===== config.mk =====
export PLATFORM = sky130hd
export DESIGN_NAME = od_repeater_chan
export DESIGN_NICKNAME = d
export VERILOG_FILES = /design/src/rtl/od_rptr_pkg.sv /design/src/rtl/od_rptr_sync.sv /design/src/rtl/od_rptr_fsm.sv /design/src/rtl/od_rptr_drive.sv /design/src/rtl/od_repeater_chan.sv
export SDC_FILE = /design/constraint.sdc
export NUM_CORES = 1
export LEC_CHECK = 0
export BUFFER_PORTS_ARGS = -buffer_cell sky130_fd_sc_hd__buf_2
export CORE_MARGIN = 4
export CORE_UTILIZATION = 30
export DETAILED_ROUTE_END_ITERATION = 8
export HOLD_SLACK_MARGIN = 0.02
export PLACE_DENSITY_LB_ADDON = 0.25
export SETUP_SLACK_MARGIN = 0.3
export SYNTH_ARGS = -nofsm -noshare
export SYNTH_HDL_FRONTEND = slang
export SYNTH_HIERARCHICAL = 1
export SYNTH_SLANG_ARGS = --single-unit

===== constraint.sdc =====
create_clock -name clk -period 2.98 [get_ports clk]
set_clock_uncertainty 0.2 [all_clocks]
set_input_delay 0.298 -clock clk [delete_from_list [all_inputs] [get_ports clk]]
set_output_delay 0.298 -clock clk [all_outputs]
set_load 0.02 [all_outputs]

===== src/rtl/od_rptr_pkg.sv =====
package od_rptr_pkg;
    typedef enum logic [2:0] {
        ST_IDLE   = 3'd0,
        ST_A_LEAD = 3'd1,
        ST_B_LEAD = 3'd2,
        ST_B_HOLD = 3'd3,
        ST_DRAIN  = 3'd4
    } rptr_state_e;
endpackage


===== src/rtl/od_rptr_sync.sv =====
module od_rptr_sync #(
    parameter int STAGES = 2
) (
    input  logic clk,
    input  logic rst_n,
    input  logic line_in,
    output logic line_out
);
    generate
        if (STAGES == 0) begin : g_bypass
            assign line_out = line_in;
        end else begin : g_chain
            logic [STAGES-1:0] chain_q;
            always_ff @(posedge clk or negedge rst_n) begin
                if (!rst_n) begin
                    chain_q <= '1;
                end else if (STAGES == 1) begin
                    chain_q[0] <= line_in;
                end else begin
                    chain_q <= {chain_q[STAGES-2:0], line_in};
                end
            end
            assign line_out = chain_q[STAGES-1];
        end
    endgenerate
endmodule


===== src/rtl/od_rptr_fsm.sv =====
module od_rptr_fsm
    import od_rptr_pkg::*;
#(
    parameter int GUARD = 3
) (
    input  logic        clk,
    input  logic        rst_n,
    input  logic        link_en,
    input  logic        a_s,
    input  logic        b_s,
    output rptr_state_e state
);
    localparam int CW = $clog2(GUARD + 1);

    rptr_state_e state_d;
    logic [CW-1:0] guard_q, guard_d;

    always_ff @(posedge clk or negedge rst_n) begin
        if (!rst_n) begin
            state   <= ST_IDLE;
            guard_q <= '0;
        end else begin
            state   <= state_d;
            guard_q <= guard_d;
        end
    end

    always_comb begin
        state_d = state;
        guard_d = guard_q;
        if (!link_en) begin
            state_d = ST_IDLE;
            guard_d = '0;
        end else begin
            unique case (state)
                ST_IDLE: begin
                    if (!a_s)      state_d = ST_A_LEAD;
                    else if (!b_s) state_d = ST_B_LEAD;
                end
                ST_A_LEAD: begin
                    if (a_s) begin
                        state_d = ST_DRAIN;
                        guard_d = CW'(GUARD);
                    end
                end
                ST_B_LEAD: begin
                    if (b_s) state_d = ST_B_HOLD;
                end
                ST_B_HOLD: begin
                    if (a_s) begin
                        state_d = ST_DRAIN;
                        guard_d = CW'(GUARD);
                    end
                end
                ST_DRAIN: begin
                    if (guard_q != '0) begin
                        guard_d = guard_q - 1'b1;
                    end else if (!a_s) begin
                        state_d = ST_A_LEAD;
                    end else if (!b_s) begin
                        state_d = ST_B_LEAD;
                    end else begin
                        state_d = ST_IDLE;
                    end
                end
                default: state_d = ST_IDLE;
            endcase
        end
    end

    // a low on A from idle makes A the initiator
    a_r1_a_lead: assert property (@(posedge clk) disable iff (!rst_n)
        (link_en && state == ST_IDLE && !a_s) |=> state == ST_A_LEAD);
    // a low on B alone from idle makes B the initiator
    a_r3_b_lead: assert property (@(posedge clk) disable iff (!rst_n)
        (link_en && state == ST_IDLE && a_s && !b_s) |=> state == ST_B_LEAD);
    // both low together resolves to A
    a_r6_a_wins: assert property (@(posedge clk) disable iff (!rst_n)
        (link_en && state == ST_IDLE && !a_s && !b_s) |=> state != ST_B_LEAD);
    // B stays held while A still reads low
    a_r4_hold: assert property (@(posedge clk) disable iff (!rst_n)
        (link_en && state == ST_B_HOLD && !a_s) |=> state == ST_B_HOLD);
    // a dropped link clears the direction record
    a_r5_clear: assert property (@(posedge clk) disable iff (!rst_n)
        !link_en |=> state == ST_IDLE);
    // inputs are ignored while the guard wait runs
    a_r7_guard: assert property (@(posedge clk) disable iff (!rst_n)
        (link_en && state == ST_DRAIN && guard_q != '0) |=> state == ST_DRAIN);
    // no return to idle unless both sides read high
    a_r8_busy: assert property (@(posedge clk) disable iff (!rst_n)
        (link_en && state != ST_IDLE && !(a_s && b_s)) |=> state != ST_IDLE);
endmodule


===== src/rtl/od_rptr_drive.sv =====
module od_rptr_drive
    import od_rptr_pkg::*;
(
    input  logic        clk,
    input  logic        rst_n,
    input  logic        link_en,
    input  rptr_state_e state,
    output logic        a_pull,
    output logic        b_pull
);
    always_comb begin
        a_pull = 1'b0;
        b_pull = 1'b0;
        if (link_en) begin
            unique case (state)
                ST_IDLE:   ;
                ST_A_LEAD: b_pull = 1'b1;
                ST_B_LEAD: a_pull = 1'b1;
                ST_B_HOLD: b_pull = 1'b1;
                ST_DRAIN:  ;
                default:   ;
            endcase
        end
    end

    // the two sides are never driven together
    a_r7_one_side: assert property (@(posedge clk) disable iff (!rst_n)
        !(a_pull && b_pull));
    // leaving the A-led state drops the B pull-down
    a_r2_release: assert property (@(posedge clk) disable iff (!rst_n)
        (link_en && state == ST_DRAIN) |-> !b_pull && !a_pull);
endmodule


===== src/rtl/od_repeater_chan.sv =====
module od_repeater_chan
    import od_rptr_pkg::*;
#(
    parameter int SYNC_STAGES = 2
) (
    input  logic clk,
    input  logic rst_n,
    input  logic link_en,
    input  logic a_in,
    input  logic b_in,
    output logic a_pull,
    output logic b_pull
);
    localparam int GUARD = SYNC_STAGES + 1;

    logic a_s, b_s;
    rptr_state_e state;

    od_rptr_sync #(.STAGES(SYNC_STAGES)) u_sync_a (
        .clk(clk), .rst_n(rst_n), .line_in(a_in), .line_out(a_s));
    od_rptr_sync #(.STAGES(SYNC_STAGES)) u_sync_b (
        .clk(clk), .rst_n(rst_n), .line_in(b_in), .line_out(b_s));

    od_rptr_fsm #(.GUARD(GUARD)) u_fsm (
        .clk(clk), .rst_n(rst_n), .link_en(link_en),
        .a_s(a_s), .b_s(b_s), .state(state));

    od_rptr_drive u_drive (
        .clk(clk), .rst_n(rst_n), .link_en(link_en), .state(state),
        .a_pull(a_pull), .b_pull(b_pull));
endmodule


Yosys cells after proc, flatten, opt, wreduce, memory -nomap -nowiden
Index checks and enable logic that the tools add are counted.
Operators by class
  muxes and demuxes: 17
  $lt $le $gt $ge: 0
  reduce and logical (&&, ||, !) cells: 5
  multiply operators: 0
  equality and inequality tests: 10
  add/subtract/negate cells: 1
  bitwise operators: 0
  shifts and indexed selects: 0
  div/mod/pow operators: 0
Operator list (number)
  two-way mux 3 bit: 7
  case mux 3 bit (4 select lines): 1
  != test 3 x 2 -> 1 bit (second input constant): 3
  two-way mux 2 bit: 4
  == test 3 x 2 -> 1 bit (second input constant): 2
  != test 3 bit (second input constant): 2
  two-way mux 1 bit: 4
  != test 4 bit (second input constant): 1
  case mux 2 bit (2 select lines): 1
  AND reduction 4 bit: 1
  == test 3 x 1 -> 1 bit (second input constant): 1
  == test 3 bit (second input constant): 1
  zero test 3 bit: 1
  AND reduction 3 bit: 1
  nonzero test 2 bit: 1
  OR reduction 2 bit: 1
  subtractor 2 x 1 -> 2 bit (second input constant): 1
Storage, ports and cells
  memory bits (writable): 0
  ROM bits: 0
  bits of input ports: 5
  output and inout port bits: 2
  bits in latches: 0
  memories kept: 0
  logic and storage cells: 37
  register bits: 9

Logic depth before layout (Yosys ltp)
  word-level depth: 5
  mapped depth: 5
  gate-level depth less buffers: 5

Hierarchy
Netlist, hierarchy kept.
By module, submodules not included
  od_rptr_fsm: area an instance 277.8 um^2, cells an instance 26, sequential area each 125.1 um^2, times used 1
  od_rptr_sync: area an instance 52.6 um^2, cells an instance 2, sequential area each 52.6 um^2, times used 2
  od_rptr_drive: area an instance 22.5 um^2, cells an instance 2, sequential area each 0.0 um^2, times used 1

Least setup slack after synthesis
No wires, ideal clock.
  path type: register to register
  start: reg u_fsm.guard_q[0]
  end: reg u_fsm.guard_q[0]
  cell stages (with the launch flop): 6
  arrival time: 1.129 ns
  required time: 2.715 ns
  buffers on the path: 0
  setup slack: 1.586 ns
  setup time: 0.065 ns
  clock period less this slack: 1.394 ns
  cells stage by stage: dfrtp_1 > inv_1 > ha_1 > nor4b_4 > o21bai_2 > o211a_1
On the way
  word-level cells in the longest chain between the ends: 4
  elaborated cells on any way between the ends: 7
  classes of those cells: add/sub (1); eq/ne (1); mux (3); reduce/logical (2)
RTL lines
  start, declared: RTL line od_rptr_fsm.sv:16  | logic [CW-1:0] guard_q, guard_d;
  start signal, assigned: RTL line od_rptr_fsm.sv:24  | guard_q <= guard_d;
  subtractor 2 x 1 -> 2 bit: RTL line od_rptr_fsm.sv:57  | guard_d = guard_q - 1'b1;
  two-way mux 2 bit: RTL line od_rptr_fsm.sv:56  | if (guard_q != '0) begin
  case mux 2 bit (2 select lines): RTL line od_rptr_fsm.sv:35  | unique case (state)
  two-way mux 2 bit: RTL line od_rptr_fsm.sv:31  | if (!link_en) begin
Parallel ways exist; a longest one is shown, timed or not. The select of a mux whose other input is x is not followed.
A chain may end at the register's enable or synchronous reset.

Final worst setup path
  start: reg u_fsm.state[0]
  end: out a_pull
On the way
  word-level cells in the longest chain between the ends: 3
RTL lines
  start, declared: RTL line od_rptr_fsm.sv:11  | output rptr_state_e state
  start signal, assigned: RTL line od_rptr_fsm.sv:23  | state <= state_d;
  == test 3 x 2 -> 1 bit: RTL line od_rptr_drive.sv:15  | unique case (state)
  two-way mux 1 bit: RTL line od_rptr_drive.sv:15
  two-way mux 1 bit: RTL line od_rptr_drive.sv:14  | if (link_en) begin
  end, declared: RTL line od_repeater_chan.sv:11  | output logic a_pull,
No other way between the ends.

==> reports/summary.md <==
• 1210 um — wire length of the first global-routing pass
• false — setup repair after global routing missed its margin
• 18 — number of library cell types mapped by synthesis
• sky130_fd_sc_hd__dfrtp_1 — top flip-flop cell by instance count after synthesis
• flip-flops — gate family responsible for the most delay along the worst path
• 0 — post-CTS setup-driven buffer insertion count
• 0.272 mW — Tot Pwr
• 0 — final slew viol count
• 56.6% — portion of the clock cycle consumed by the worst path in the final layout
• 9 — Clock Sinks
• register — startpoint types
• built — TritonCTS clock tree
• 0 — number of max-capacitance violations reported
• 3.09% — Synth Area in Adders
• 52 — final net count
• 9 — synthesis-stage register bit count
• 0 — number of antenna violations at the first check in global routing
• 100% — Async S/R FF share, synth
• 12.7 um^2 — post-synthesis area per instance
• 0 — DRC viols
• 1.48 ns — worst reg-to-reg setup slack
• 9.14% — overall fraction of global-route tracks in use
• 290 — total number of vias
• 25.9% — area share of and/or/nand/nor cells after synthesis
• 0% — XOR/XNOR share of the synthesized area
• 279 — via count of the first global-routing pass
• 0 — post-route ant nets
• 509 um^2 — cell area after layout
• 0 — final hold violation count
• sky130_fd_sc_hd__clkbuf_4 — root buffer cell
• 405 um^2 — Mapped Area
• 0 — count of flip-flops with a built-in enable after synthesis
• 593 MHz — FMAX
• 44.8 um — horizontal extent of the die
• 3 — number of buffers inserted during clock tree synthesis
• 721 um — Routed WL
• 0.209 mV — Max rail drop VDD
• sky130_fd_sc_hd__dfrtp_1 — Max stage delay cell, worst path
• 37.8% — layout cells sized above 1
• 2 — clock buffer depth
• 0.127 ns — worst-case hold slack
• 1.69 ns — minimum clock period
• 4.92 — Via density
• register to output port — category of the critical setup timing path
• 12 — number of placement rows
• 3 — iteration count of the initial detailed-routing pass
• 7 — Max FO, Critical Path
• 111 — fillcell total
• 83.3% — headroom to the max-slew limit
• and4bb_2 > buf_2 — critical path cell sequence
• 0.26 ns — Clk Latency, worst-skew pair
• 44.8 um — die extent in y
• simple AND/OR/NAND/NOR gates — largest family of logic cells by synthesized area
• 533 nW/um^2 — pwr/cell area
• 2.48 ns — CP required
• 0 — diode insertion count for antenna repair
• 0.241 nW — leakage power
• 12.2 um — average wire length per cell after detail routing
• 1.19 ns — critical path arrival
• 6 — Buffers on Ports
• 0% — share of cell area taken by muxes after synthesis
• 0 — final number of setup-violating endpoints
• 10 — maximum number of pins on one net before global-route repair
• finished, final reports clean — outcome
• 0.46 ns — largest stage delay on the critical path
• 1 — CP Buf/Inv Count
• 502 um — DPL Wire Length
• 42.9% — Final Core Density
• 0.06 ns — clk slew on worst S/H paths
• 453 um^2 — instance area at placement
• 7 — # IOs
• 12.3% — compound-cell area share of the yosys netlist
• 34.2% — initial core utilization
• 56.8% — sequential element share of the synthesized area
• 4 — drt first-iter violations
• 0.641 — routability congestion estimate from global placement
• 6 — count of warnings emitted by yosys
• output port — critical path capture point type
• primary input to register — class of the tightest hold or removal check
• 25.6% — post-synthesis to final-layout area growth
• 0 ns — Total Negative Setup Slacks
• 1 — CTS HTree Levels
• 38 — Post-Synthesis Net Count
• 1190 um^2 — Std-Cell Core Area
• 2000 um^2 — die outline area
• 0.251 ns — transition time at the pin with the least slew margin
• 0 — gr ovfl total
• 32 — number of cells produced by synthesis
[flip-flops by register name, summed over array words and instances, names as in the netlist]
name,flops
u_fsm/state,3
u_fsm/guard_q,2
u_sync_a/g_chain.chain_q,2
u_sync_b/g_chain.chain_q,2
[cell families after synthesis]
kind of cell    count (synthesis)
compound gates                  6
simple gates                   14
flops                           9
buf+inv                         2
fa+ha+maj                       1
[layout make-up]
class	count	area (um^2)	share of cell area, %
repair buffers	9	60.1	11.8
multi-input cells	21	168	32.9
inverters	2	7.51	1.47
flip-flops and latches	9	230	45.2
clock buffers	4	26.3	5.16
well taps	14	17.5	3.44
[metrics by stage]
| stage | instances | setup slack, ns |
|---|---|---|
| 2_1_floorplan | 32 | 1.59 |
| 3_5_place_dp | 52 | 1.50 |
| 6_report | 59 | 1.29 |
| 5_1_grt | 59 | 1.23 |
| 4_1_cts | 59 | 1.28 |
| 3_3_place_gp | 52 | 1.53 |
[cell usage in the layout, fill, tap and decap left out, drive strengths merged, types with 2 or more instances in the layout]
master | synthesis | final
dfrtp | 5 | 5
o21ai | 2 | 2
buf | 0 | 6
nand2 | 3 | 3
dlygate4sd3 | 0 | 3
nand3 | 2 | 2
inv | 2 | 2
o211a | 2 | 2
nand2b | 2 | 2
dfstp | 4 | 4
clkbuf | 0 | 4
[routing by layer]
metal	wire length (um)	part of all wire [%]	track usage [%]	vias up
li1	-	-	-	139
met1	296	41	9.95	139
met2	357	50	12.9	10
met3	50	6.9	3.98	2
met4	17	2.4	9.04	0
met5	0	0	0	-
[final timing paths]
path | startpoint | to | cells past startpoint
hold reg to reg | u_sync_b/g_chain.chain_q[0]$_DFF_PN1_ | u_sync_b/g_chain.chain_q[1]$_DFF_PN1_ | 0
min in group asynchronous | rst_n | u_fsm/state[1]$_DFFE_PN0P_ | 2
setup reg to reg | u_fsm/guard_q[0]$_DFFE_PN0P_ | u_fsm/guard_q[1]$_DFFE_PN0P_ | 5
max in group asynchronous | rst_n | u_sync_b/g_chain.chain_q[1]$_DFF_PN1_ | 2
setup / recovery | u_fsm/state[0]$_DFFE_PN0P_ | a_pull | 2
hold / removal | link_en | u_fsm/guard_q[0]$_DFFE_PN0P_ | 2
[cells in the mapped netlist (2+ instances only)]
| library cell | count | area share [%] |
|---|---|---|
| sky130_fd_sc_hd__dfrtp_1 | 5 | 31 |
| sky130_fd_sc_hd__dfstp_2 | 4 | 26 |
| sky130_fd_sc_hd__o211a_1 | 2 | 4.9 |
| sky130_fd_sc_hd__inv_1 | 2 | 1.9 |
| sky130_fd_sc_hd__nand2b_1 | 2 | 3.1 |
| sky130_fd_sc_hd__nand2_1 | 3 | 2.8 |
| sky130_fd_sc_hd__o21ai_0 | 2 | 2.5 |
| sky130_fd_sc_hd__nand3_1 | 2 | 2.5 |
[power breakdown]
group	switching (mW)	internal (mW)
Combinational	0.0169	0.0181
Sequential	0.00978	0.133
Clock	0.0423	0.0516
Total	0.0690	0.203
[repair_timing]
action | CTS | global route
resized for setup | 0 | 0
hold buffers | 3 | 0
endpoints found under the hold margin | 11 | 0
Note: power is estimated with default switching activity, not from simulation.
